<file path="src/rtl/msi_pkg.sv">
// Package: shared encodings for the MSI coherence controller.
// Assumes: two-bit state and event codes are visible at the top ports.
package msi_pkg;
    typedef enum logic [1:0] {
        ST_INV = 2'd0,
        ST_SHR = 2'd1,
        ST_MOD = 2'd2
    } line_st_t;

    typedef enum logic [1:0] {
        EV_NONE = 2'd0,
        EV_RD   = 2'd1,
        EV_RDX  = 2'd2,
        EV_UPG  = 2'd3
    } bus_ev_t;
endpackage

</file>
<file path="src/rtl/msi_arbiter.sv">
// Module: fixed-priority arbiter, lowest index wins.
// Assumes: requesters hold their request until granted; combinational grant.
module msi_arbiter #(
    parameter int N_CACHE = 4,
    parameter int IDX_W   = (N_CACHE > 1) ? $clog2(N_CACHE) : 1
) (
    input  logic [N_CACHE-1:0] req,
    output logic [N_CACHE-1:0] gnt,
    output logic [IDX_W-1:0]   gnt_idx,
    output logic               gnt_vld
);
    // Pick the lowest-indexed active request.
    always_comb begin
        gnt     = '0;
        gnt_idx = '0;
        gnt_vld = 1'b0;
        for (int i = 0; i < N_CACHE; i++) begin
            if (req[i] && !gnt_vld) begin
                gnt[i]  = 1'b1;
                gnt_idx = IDX_W'(i);
                gnt_vld = 1'b1;
            end
        end
    end
endmodule

</file>
<file path="src/rtl/msi_req_logic.sv">
// Module: requester transition for the granted cache.
// Assumes: a write takes precedence over a read from the same cache.
module msi_req_logic
    import msi_pkg::*;
(
    input  logic     gnt_vld,
    input  logic     do_wr,
    input  line_st_t cur_st,
    output line_st_t nxt_st,
    output bus_ev_t  ev
);
    // Map the granted cache's state and operation to a new state and bus event.
    always_comb begin
        nxt_st = cur_st;
        ev     = EV_NONE;
        if (gnt_vld) begin
            if (do_wr) begin
                nxt_st = ST_MOD;
                unique case (cur_st)
                    ST_INV:  ev = EV_RDX;
                    ST_SHR:  ev = EV_UPG;
                    default: ev = EV_NONE;
                endcase
            end else if (cur_st == ST_INV) begin
                nxt_st = ST_SHR;
                ev     = EV_RD;
            end
        end
    end
endmodule

</file>
<file path="src/rtl/msi_cache_slot.sv">
// Module: per-cache state register with the snooper transition.
// Assumes: when granted, the requester's next state is taken instead.
module msi_cache_slot
    import msi_pkg::*;
(
    input  logic     clk,
    input  logic     rst_n,
    input  logic     granted,
    input  line_st_t req_nxt,
    input  bus_ev_t  ev,
    output line_st_t st,
    output logic     flush
);
    line_st_t snp_nxt;

    // Snooper reaction to the event driven by another cache.
    always_comb begin
        snp_nxt = st;
        flush   = 1'b0;
        if (!granted) begin
            unique case (st)
                ST_SHR: begin
                    if (ev == EV_RDX || ev == EV_UPG) snp_nxt = ST_INV;
                end
                ST_MOD: begin
                    if (ev == EV_RD) begin
                        snp_nxt = ST_SHR;
                        flush   = 1'b1;
                    end else if (ev == EV_RDX) begin
                        snp_nxt = ST_INV;
                        flush   = 1'b1;
                    end else if (ev == EV_UPG) begin
                        snp_nxt = ST_INV;
                    end
                end
                default: snp_nxt = ST_INV;
            endcase
        end
    end

    // Register the line state.
    always_ff @(posedge clk) begin
        if (!rst_n)       st <= ST_INV;
        else if (granted) st <= req_nxt;
        else              st <= snp_nxt;
    end
endmodule

</file>
<file path="src/rtl/msi_coherence_ctrl.sv">
// Module: top level of the MSI snooping controller for one line.
// Assumes: at most one transaction per cycle; data movement is external.
module msi_coherence_ctrl
    import msi_pkg::*;
#(
    parameter int N_CACHE = 4,
    parameter int IDX_W   = (N_CACHE > 1) ? $clog2(N_CACHE) : 1
) (
    input  logic                   clk,
    input  logic                   rst_n,
    input  logic [N_CACHE-1:0]     req_rd,
    input  logic [N_CACHE-1:0]     req_wr,
    output logic [N_CACHE-1:0]     grant,
    output logic [2*N_CACHE-1:0]   line_state,
    output logic [1:0]             bus_event,
    output logic                   flush,
    output logic [IDX_W-1:0]       flush_idx
);
    logic [IDX_W-1:0]   gnt_idx;
    logic               gnt_vld;
    line_st_t           st_q [N_CACHE];
    line_st_t           req_nxt;
    bus_ev_t            ev;
    logic [N_CACHE-1:0] flush_v;

    msi_arbiter #(.N_CACHE(N_CACHE), .IDX_W(IDX_W)) u_arb (
        .req     (req_rd | req_wr),
        .gnt     (grant),
        .gnt_idx (gnt_idx),
        .gnt_vld (gnt_vld)
    );

    msi_req_logic u_req (
        .gnt_vld (gnt_vld),
        .do_wr   (req_wr[gnt_idx]),
        .cur_st  (st_q[gnt_idx]),
        .nxt_st  (req_nxt),
        .ev      (ev)
    );

    for (genvar i = 0; i < N_CACHE; i++) begin : g_slot
        msi_cache_slot u_slot (
            .clk     (clk),
            .rst_n   (rst_n),
            .granted (grant[i]),
            .req_nxt (req_nxt),
            .ev      (ev),
            .st      (st_q[i]),
            .flush   (flush_v[i])
        );
        assign line_state[2*i +: 2] = st_q[i];
    end

    // Combine the per-cache flush strobes and encode the flushing index.
    always_comb begin
        flush_idx = '0;
        for (int i = N_CACHE - 1; i >= 0; i--) begin
            if (flush_v[i]) flush_idx = IDX_W'(i);
        end
    end

    assign flush     = |flush_v;
    assign bus_event = ev;
endmodule

</file>
<file path="config.mk">
export PLATFORM = sky130hd
export DESIGN_NAME = msi_coherence_ctrl
export DESIGN_NICKNAME = d
export VERILOG_FILES = /design/src/rtl/msi_pkg.sv /design/src/rtl/msi_arbiter.sv /design/src/rtl/msi_req_logic.sv /design/src/rtl/msi_cache_slot.sv /design/src/rtl/msi_coherence_ctrl.sv
export SDC_FILE = /design/constraint.sdc
export NUM_CORES = 1
export LEC_CHECK = 0
export ABC_AREA = 1
export BUFFER_PORTS_ARGS = -buffer_cell sky130_fd_sc_hd__buf_2
export CELL_PAD_IN_SITES_DETAIL_PLACEMENT = 1
export CELL_PAD_IN_SITES_GLOBAL_PLACEMENT = 1
export CORE_MARGIN = 1.5
export CORE_UTILIZATION = 33
export CTS_BUF_LIST = sky130_fd_sc_hd__clkbuf_8
export DETAILED_ROUTE_END_ITERATION = 12
export PLACE_DENSITY = 0.85
export SYNTH_ARGS = -nofsm -noshare
export SYNTH_HDL_FRONTEND = slang
export SYNTH_SLANG_ARGS = --single-unit
</file>
<file path="constraint.sdc">
create_clock -name clk -period 2.9 [get_ports clk]
set_input_delay 0.58 -clock clk [delete_from_list [all_inputs] [get_ports clk]]
set_output_delay 0.58 -clock clk [all_outputs]
set_load 0.02 [all_outputs]
</file>
==> metrics.md, run 1 <==
| Metric | Value |
|---|---|
| Pre-antenna DRT Iters | 4 |
| CP endpoint kind | output port |
| Largest Register | g_slot.u_slot.st |
| Antenna violations before repair | 0 |
| Die Ht | 55.6 um |
| Min Tclk post-route | 3.08 ns |
| Die X | 55.6 um |
| Final Hold Viols | 0 |
| Synth unique cells | 27 |
| H-Tree Depth | 1 |
| Slew margin rel. | 0.787 |
| Via density | 4.96 |
| Max reg flops | 8 |
| CTS Buf Count | 3 |
| CTS tree | done |
| Critical path data arrival time | 2.50 ns |
| IO buf count | 26 |
| Post-route setup TNS | -0.456 ns |
| Antenna viol nets, final | 0 |
| CTS Sinks | 8 |
| Commonest cells after routing, fill and taps aside | buf_4 (30), nand2_1 (23), inv_1 (21), buf_2 (21), nand3_1 (16) |
| Power per Cell Area | 337 nW/um2 |
| Top flop regs | g_slot.u_slot.st: 8 flops |
| Ys flop type | dfxtp_1 |
| Io pins | 27 |
| Seq/Total Area, Yosys | 0.175 |
| Initial core utilization | 0.359 |
| First-pass GRT wire length | 5670 um |
| Failing checks | negative setup slack |
| Top area cells in the synthesized netlist | dfxtp_1 (18%), nand2_1 (10%), nand3_1 (9.8%), inv_1 (8.6%), nand2_4 (8.6%) |
| HP Class | flip-flop to flip-flop |
| Crit share post-route | 1.06 |
| Max Cap Viol | 0 |
| Clock-pin slew on the worst setup and hold paths | 0.04 ns |
| Commonest non-fill, non-tap cell in the layout | buf_4 |
| Cell area after synthesis | 915 um2 |
| Critical path type | input pin to output port |
| Endpoints failing setup | 3 |
| Hold Buf Count CTS | 0 |
| Number of synthesized flops with an enable pin | 0 |
| Final GP Congestion | 0.836 |
| Synth-to-Final Area Change | 56.1% |
| Syn_nets | 151 |
| ANT cells | 0 |
| Async SR Flop Fraction | 0 |
| Wire length per cell | 15.2 um |
| Final worst slack | -0.183 ns |
| Status | complete, but fails checks |
| Synth top area share | 0.175 |
| Register bit total from synthesis | 8 |
| Syn_area_per_cell | 6.63 um2 |
| Core area | 2540 um2 |
| Via count | 1096 |
| Vias in the first global route | 1241 |
| Critical Path Source Type | input pin |
| Clk_lat worst skew | 0.24 ns |
| CTS Buffer Depth | 2 |
| Root buffer cell | clkbuf_8 |
| WL final | 3370 um |
| Cell taking the most area after synthesis | dfxtp_1 |
| Largest net degree at the start of global routing | 8 |
| Fin. max-slew vios | 0 |
| Data required, critical path | 2.32 ns |
| Final Skew | 0.00515 ns |
| # DRC | 0 |
| Least-Margin Pin Slew | 0.319 ns |
| Total gr overflow | 0 |
| Fraction of layout instances using a drive strength above 1 | 0.508 |
| Crit-path max FO | 7 |
| Final nets | 206 |
| Die area | 3100 um2 |
| LEAKAGE | 0.726 nW |
| Hold slack | 0.541 ns |
| Unrepaired setup endpoints after global routing | yes |
| Cells after Synth | 138 |
| Max frequency | 0.324 GHz |
| DP HPWL | 2620 um |
| Filler cells | 335 |
| Starting DRT DRC Count | 20 |
| # rows | 18 |
| All-Layer GR Usage | 0.235 |
| Yosys Warn Count | 0 |
| Peak VDD IR | 0.000236 V |
| Power, Total | 0.482 mW |
## synth_stat cells, types with 3 or more instances
cell	instances
nand2_2	6
ha_1	3
nor2_1	11
a21oi_1	5
inv_2	3
nand3_2	5
buf_4	4
inv_1	21
dfxtp_1	8
nand3_1	18
nand2_1	25
nand2_4	7
## through the flow
| step | cells | area, um2 | setup WS, ns | util |
|---|---|---|---|---|
| 2_1_floorplan | 138 | 970 | -0.122 | - |
| 3_3_place_gp | 212 | 1270 | -0.145 | 0.500 |
| 3_5_place_dp | 212 | 1270 | -0.273 | 0.500 |
| 4_1_cts | 220 | 1410 | -0.189 | 0.554 |
| 5_1_grt | 221 | 1430 | -0.339 | 0.561 |
| 6_report | 221 | 1430 | -0.183 | 0.561 |
## report_power, final
part	internal [mW]	switching, mW	total (mW)	leakage [nW]
logic	0.0940	0.128	0.222	0.639
registers	0.115	0.00457	0.120	0.0651
clock network	0.0904	0.0492	0.140	0.0216
total	0.300	0.182	0.482	0.726
## kinds of logic after synthesis
group / share of synthesized area
buffers and inverters: 0.145
adder cells (fa/ha/maj): 0.0410
AND/OR/NAND/NOR: 0.539
flip-flops: 0.175
AO/OA/AOI/OAI: 0.0999
## per-layer routing
| metal | GRT usage | vias up | share of wire | routed length [um] |
|---|---|---|---|---|
| met5 | 0 | - | 0 | 0 |
| met4 | 0.101 | 0 | 0.020 | 68 |
| met3 | 0.0186 | 7 | 0.031 | 106 |
| met2 | 0.469 | 36 | 0.57 | 1930 |
| met1 | 0.245 | 509 | 0.37 | 1260 |
| li1 | - | 544 | - | - |
## timing repair
item | in CTS | in global routing
endpoints found under the setup margin | 3 | 3
buffers inserted | 5 | 1
resized for setup | 13 | 2
endpoints found under the hold margin | 0 | 0
pin swaps | 9 | 2
## critical path, cell delays in order
cell and delay [ns]:
buf_8 0.10, nor2_4 0.19, nand4_4 0.19, nand2_4 0.18
nand2_1 0.06, nand2_1 0.08, nand2_2 0.08, nand2_2 0.08
nand2_2 0.07, a21oi_4 0.14, inv_2 0.06, ha_4 0.21
o21bai_4 0.18, nor3_4 0.17, buf_6 0.14
## final timing paths
kind / cells after the start / endpoint / from / slack [ns]
worst max-delay path: 15 / flush_idx[1] / req_wr[0] / -0.18
worst min-delay path: 2 / g_slot[0].u_slot.st[1] / g_slot[0].u_slot.st[1] / 0.54
worst max register to register: 11 / g_slot[0].u_slot.st[0] / g_slot[0].u_slot.st[0] / 0.90
worst min register to register: 2 / g_slot[0].u_slot.st[1] / g_slot[0].u_slot.st[1] / 0.54
## final cells by class
cell class | count | area, um2 | area share
inverter | 26 | 103 | 0.0719
timing repair buffer | 54 | 368 | 0.258
clock buffer | 3 | 41.3 | 0.0289
sequential | 8 | 160 | 0.112
tap | 30 | 37.5 | 0.0263
multi-input combinational | 100 | 718 | 0.503
(Power assumes the default switching activity.)
==> run 2: changes to the inputs <==
GPL_TIMING_DRIVEN = 1   (was default)
RECOVER_POWER = 50   (was default)
==> metrics.md, run 2 (synthesized netlist as in run 1, its figures left out) <==
| Metric | Value |
|---|---|
| Clock-pin slew on the worst setup and hold paths | 0.04 ns (about the same) |
| Endpoints failing setup | 3 (unchanged) |
| Final GP Congestion | 0.836 (unchanged) |
| Final Skew | 0.00523 ns (was 0.00515 ns) |
| Commonest cells after routing, fill and taps aside | buf_4 (30), nand2_1 (23), inv_1 (21) (was buf_4 (30), nand2_1 (23), inv_1 (21), buf_2 (21), nand3_1 (16)) |
| Commonest non-fill, non-tap cell in the layout | buf_4 (unchanged) |
| CTS tree | done (unchanged) |
| Antenna violations before repair | 0 (unchanged) |
| WL final | 3370 um (about the same) |
| Power per Cell Area | 339 nW/um2 (was 337 nW/um2) |
| Crit share post-route | 1.06 (about the same) |
| Hold Buf Count CTS | 0 (unchanged) |
| Util after Layout | 0.557 (was 0.561) |
| Final Hold Viols | 0 (unchanged) |
| Max frequency | 0.324 GHz (about the same) |
| Critical Path Source Type | input pin (unchanged) |
| ANT cells | 0 (unchanged) |
| Via density | 4.96 (unchanged) |
| CTS Buf Count | 3 (unchanged) |
| CTS Sinks | 8 (unchanged) |
| Critical path data arrival time | 2.50 ns (about the same) |
| Status | complete, but fails checks (unchanged) |
| Data required, critical path | 2.32 ns (about the same) |
| HP Class | flip-flop to flip-flop (unchanged) |
| Root buffer cell | clkbuf_8 (unchanged) |
| CTS Buffer Depth | 2 (unchanged) |
| Placed instance count | 212 (unchanged) |
| Failing checks | negative setup slack (unchanged) |
| Place WS | -0.273 ns (unchanged) |
| IO buf count | 26 (unchanged) |
| Die area | 3100 um2 (unchanged) |
| LEAKAGE | 0.692 nW (was 0.726 nW) |
| Unrepaired setup endpoints after global routing | yes (unchanged) |
| Filler cells | 338 (was 335) |
| Core area | 2540 um2 (unchanged) |
| Internal power | 0.298 mW (was 0.300 mW) |
| Synth-to-Final Area Change | 55.0% (was 56.1%) |
| Fin. max-slew vios | 0 (unchanged) |
| Combinational share of power | 0.460 (was 0.462) |
| Die X | 55.6 um (unchanged) |
| Critical path type | input pin to output port (unchanged) |
| Io pins | 27 (unchanged) |
| Min Tclk post-route | 3.08 ns (about the same) |
| Wire length per cell | 15.3 um (was 15.2 um) |
| Vias in the first global route | 1241 (unchanged) |
| Seq pwr share | 0.249 (about the same) |
| Peak VDD IR | 0.000235 V (was 0.000236 V) |
| Non-Filler Instances | 221 (unchanged) |
| Crit-path max FO | 7 (unchanged) |
| Die Ht | 55.6 um (unchanged) |
| H-Tree Depth | 1 (unchanged) |
| # DRC | 0 (unchanged) |
| Switching share of power | 0.379 (was 0.378) |
| First-pass GRT wire length | 5670 um (unchanged) |
| Antenna viol nets, final | 0 (unchanged) |
| Max Cap Viol | 0 (unchanged) |
| # rows | 18 (unchanged) |
| Slew margin rel. | 0.787 (about the same) |
| Initial core utilization | 0.359 (unchanged) |
| Clk_lat worst skew | 0.24 ns (about the same) |
| Least-Margin Pin Slew | 0.319 ns (about the same) |
| Psw | 0.182 mW (about the same) |
| Via count | 1096 (unchanged) |
| Total gr overflow | 0 (unchanged) |
| Largest net degree at the start of global routing | 8 (unchanged) |
| All-Layer GR Usage | 0.235 (unchanged) |
| Hold slack | 0.542 ns (was 0.541 ns) |
| Largest Register | g_slot.u_slot.st (unchanged) |
| Final worst slack | -0.183 ns (about the same) |
| CP endpoint kind | output port (unchanged) |
| Final nets | 206 (unchanged) |
| Pre-antenna DRT Iters | 4 (unchanged) |
| DP HPWL | 2620 um (unchanged) |
| Clock power share | 0.290 (about the same) |
| Top flop regs | g_slot.u_slot.st: 8 flops (unchanged) |
| Fraction of layout instances using a drive strength above 1 | 0.466 (was 0.508) |
| Starting DRT DRC Count | 23 (was 20) |
| Max reg flops | 8 (unchanged) |
run 2: changes by cell type in the layout (fill, tap and decap cells not counted):
cell      change
buf_2         -8
clkbuf_1      +8
run 2: timing repair:
action                                  4_1_cts  5_1_grt
endpoints found under the setup margin        3        3
endpoints found under the hold margin         0        0
resized for setup                            13        2
setup buffers                                 5        1
pin swaps                                     9        2
run 2: area by class of cell:
cell class	count	area, um2	area share
Sequential cell	8	160	0.113
Multi-Input combinational cell	100	718	0.507
Tap cell	30	37.5	0.0265
Clock buffer	3	41.3	0.0291
Timing Repair Buffer	54	358	0.252
Inverter	26	103	0.0724
run 2: worst paths after layout:
kind                          start                endpoint  slack, ns  cells after the start
min reg2reg  g_slot[0].u_slot.st[1]  g_slot[0].u_slot.st[1]       0.54                      2
min          g_slot[0].u_slot.st[1]  g_slot[0].u_slot.st[1]       0.54                      2
max reg2reg  g_slot[0].u_slot.st[0]  g_slot[0].u_slot.st[0]       0.90                     11
max                       req_wr[0]            flush_idx[1]      -0.18                     15
run 2: critical path, stage by stage:
cell and delay [ns]:
buf_8 0.10, nor2_4 0.19, nand4_4 0.19, nand2_4 0.18
nand2_1 0.06, nand2_1 0.08, nand2_2 0.08, nand2_2 0.08
nand2_2 0.07, a21oi_4 0.14, inv_2 0.06, ha_4 0.21
o21bai_4 0.18, nor3_4 0.17, buf_6 0.14
run 2: power by group through the flow:
stage	combinational [mW]	clock, mW	sequential, mW
after floorplan	0.120	0	0.126
after global placement	0.194	0	0.121
after detailed placement	0.203	0	0.122
after CTS	0.219	0.140	0.120
after global routing	0.239	0.148	0.120
final	0.221	0.140	0.120
run 2: per-stage QoR:
step,cell area (um2),total power [mW],TNS (ns)
after CTS,1410,0.479,-0.458
after detailed placement,1270,0.324,-0.608
after global routing,1420,0.507,-0.900
after global placement,1270,0.315,-0.217
final,1420,0.481,-0.456
after floorplan,970,0.246,-0.277
run 2: metal layers:
| layer | track usage | up-vias | share of wire |
|---|---|---|---|
| li1 | - | 544 | - |
| met1 | 0.245 | 509 | 0.37 |
| met2 | 0.469 | 36 | 0.57 |
| met3 | 0.0186 | 7 | 0.033 |
| met4 | 0.101 | 0 | 0.020 |
| met5 | 0 | - | 0 |
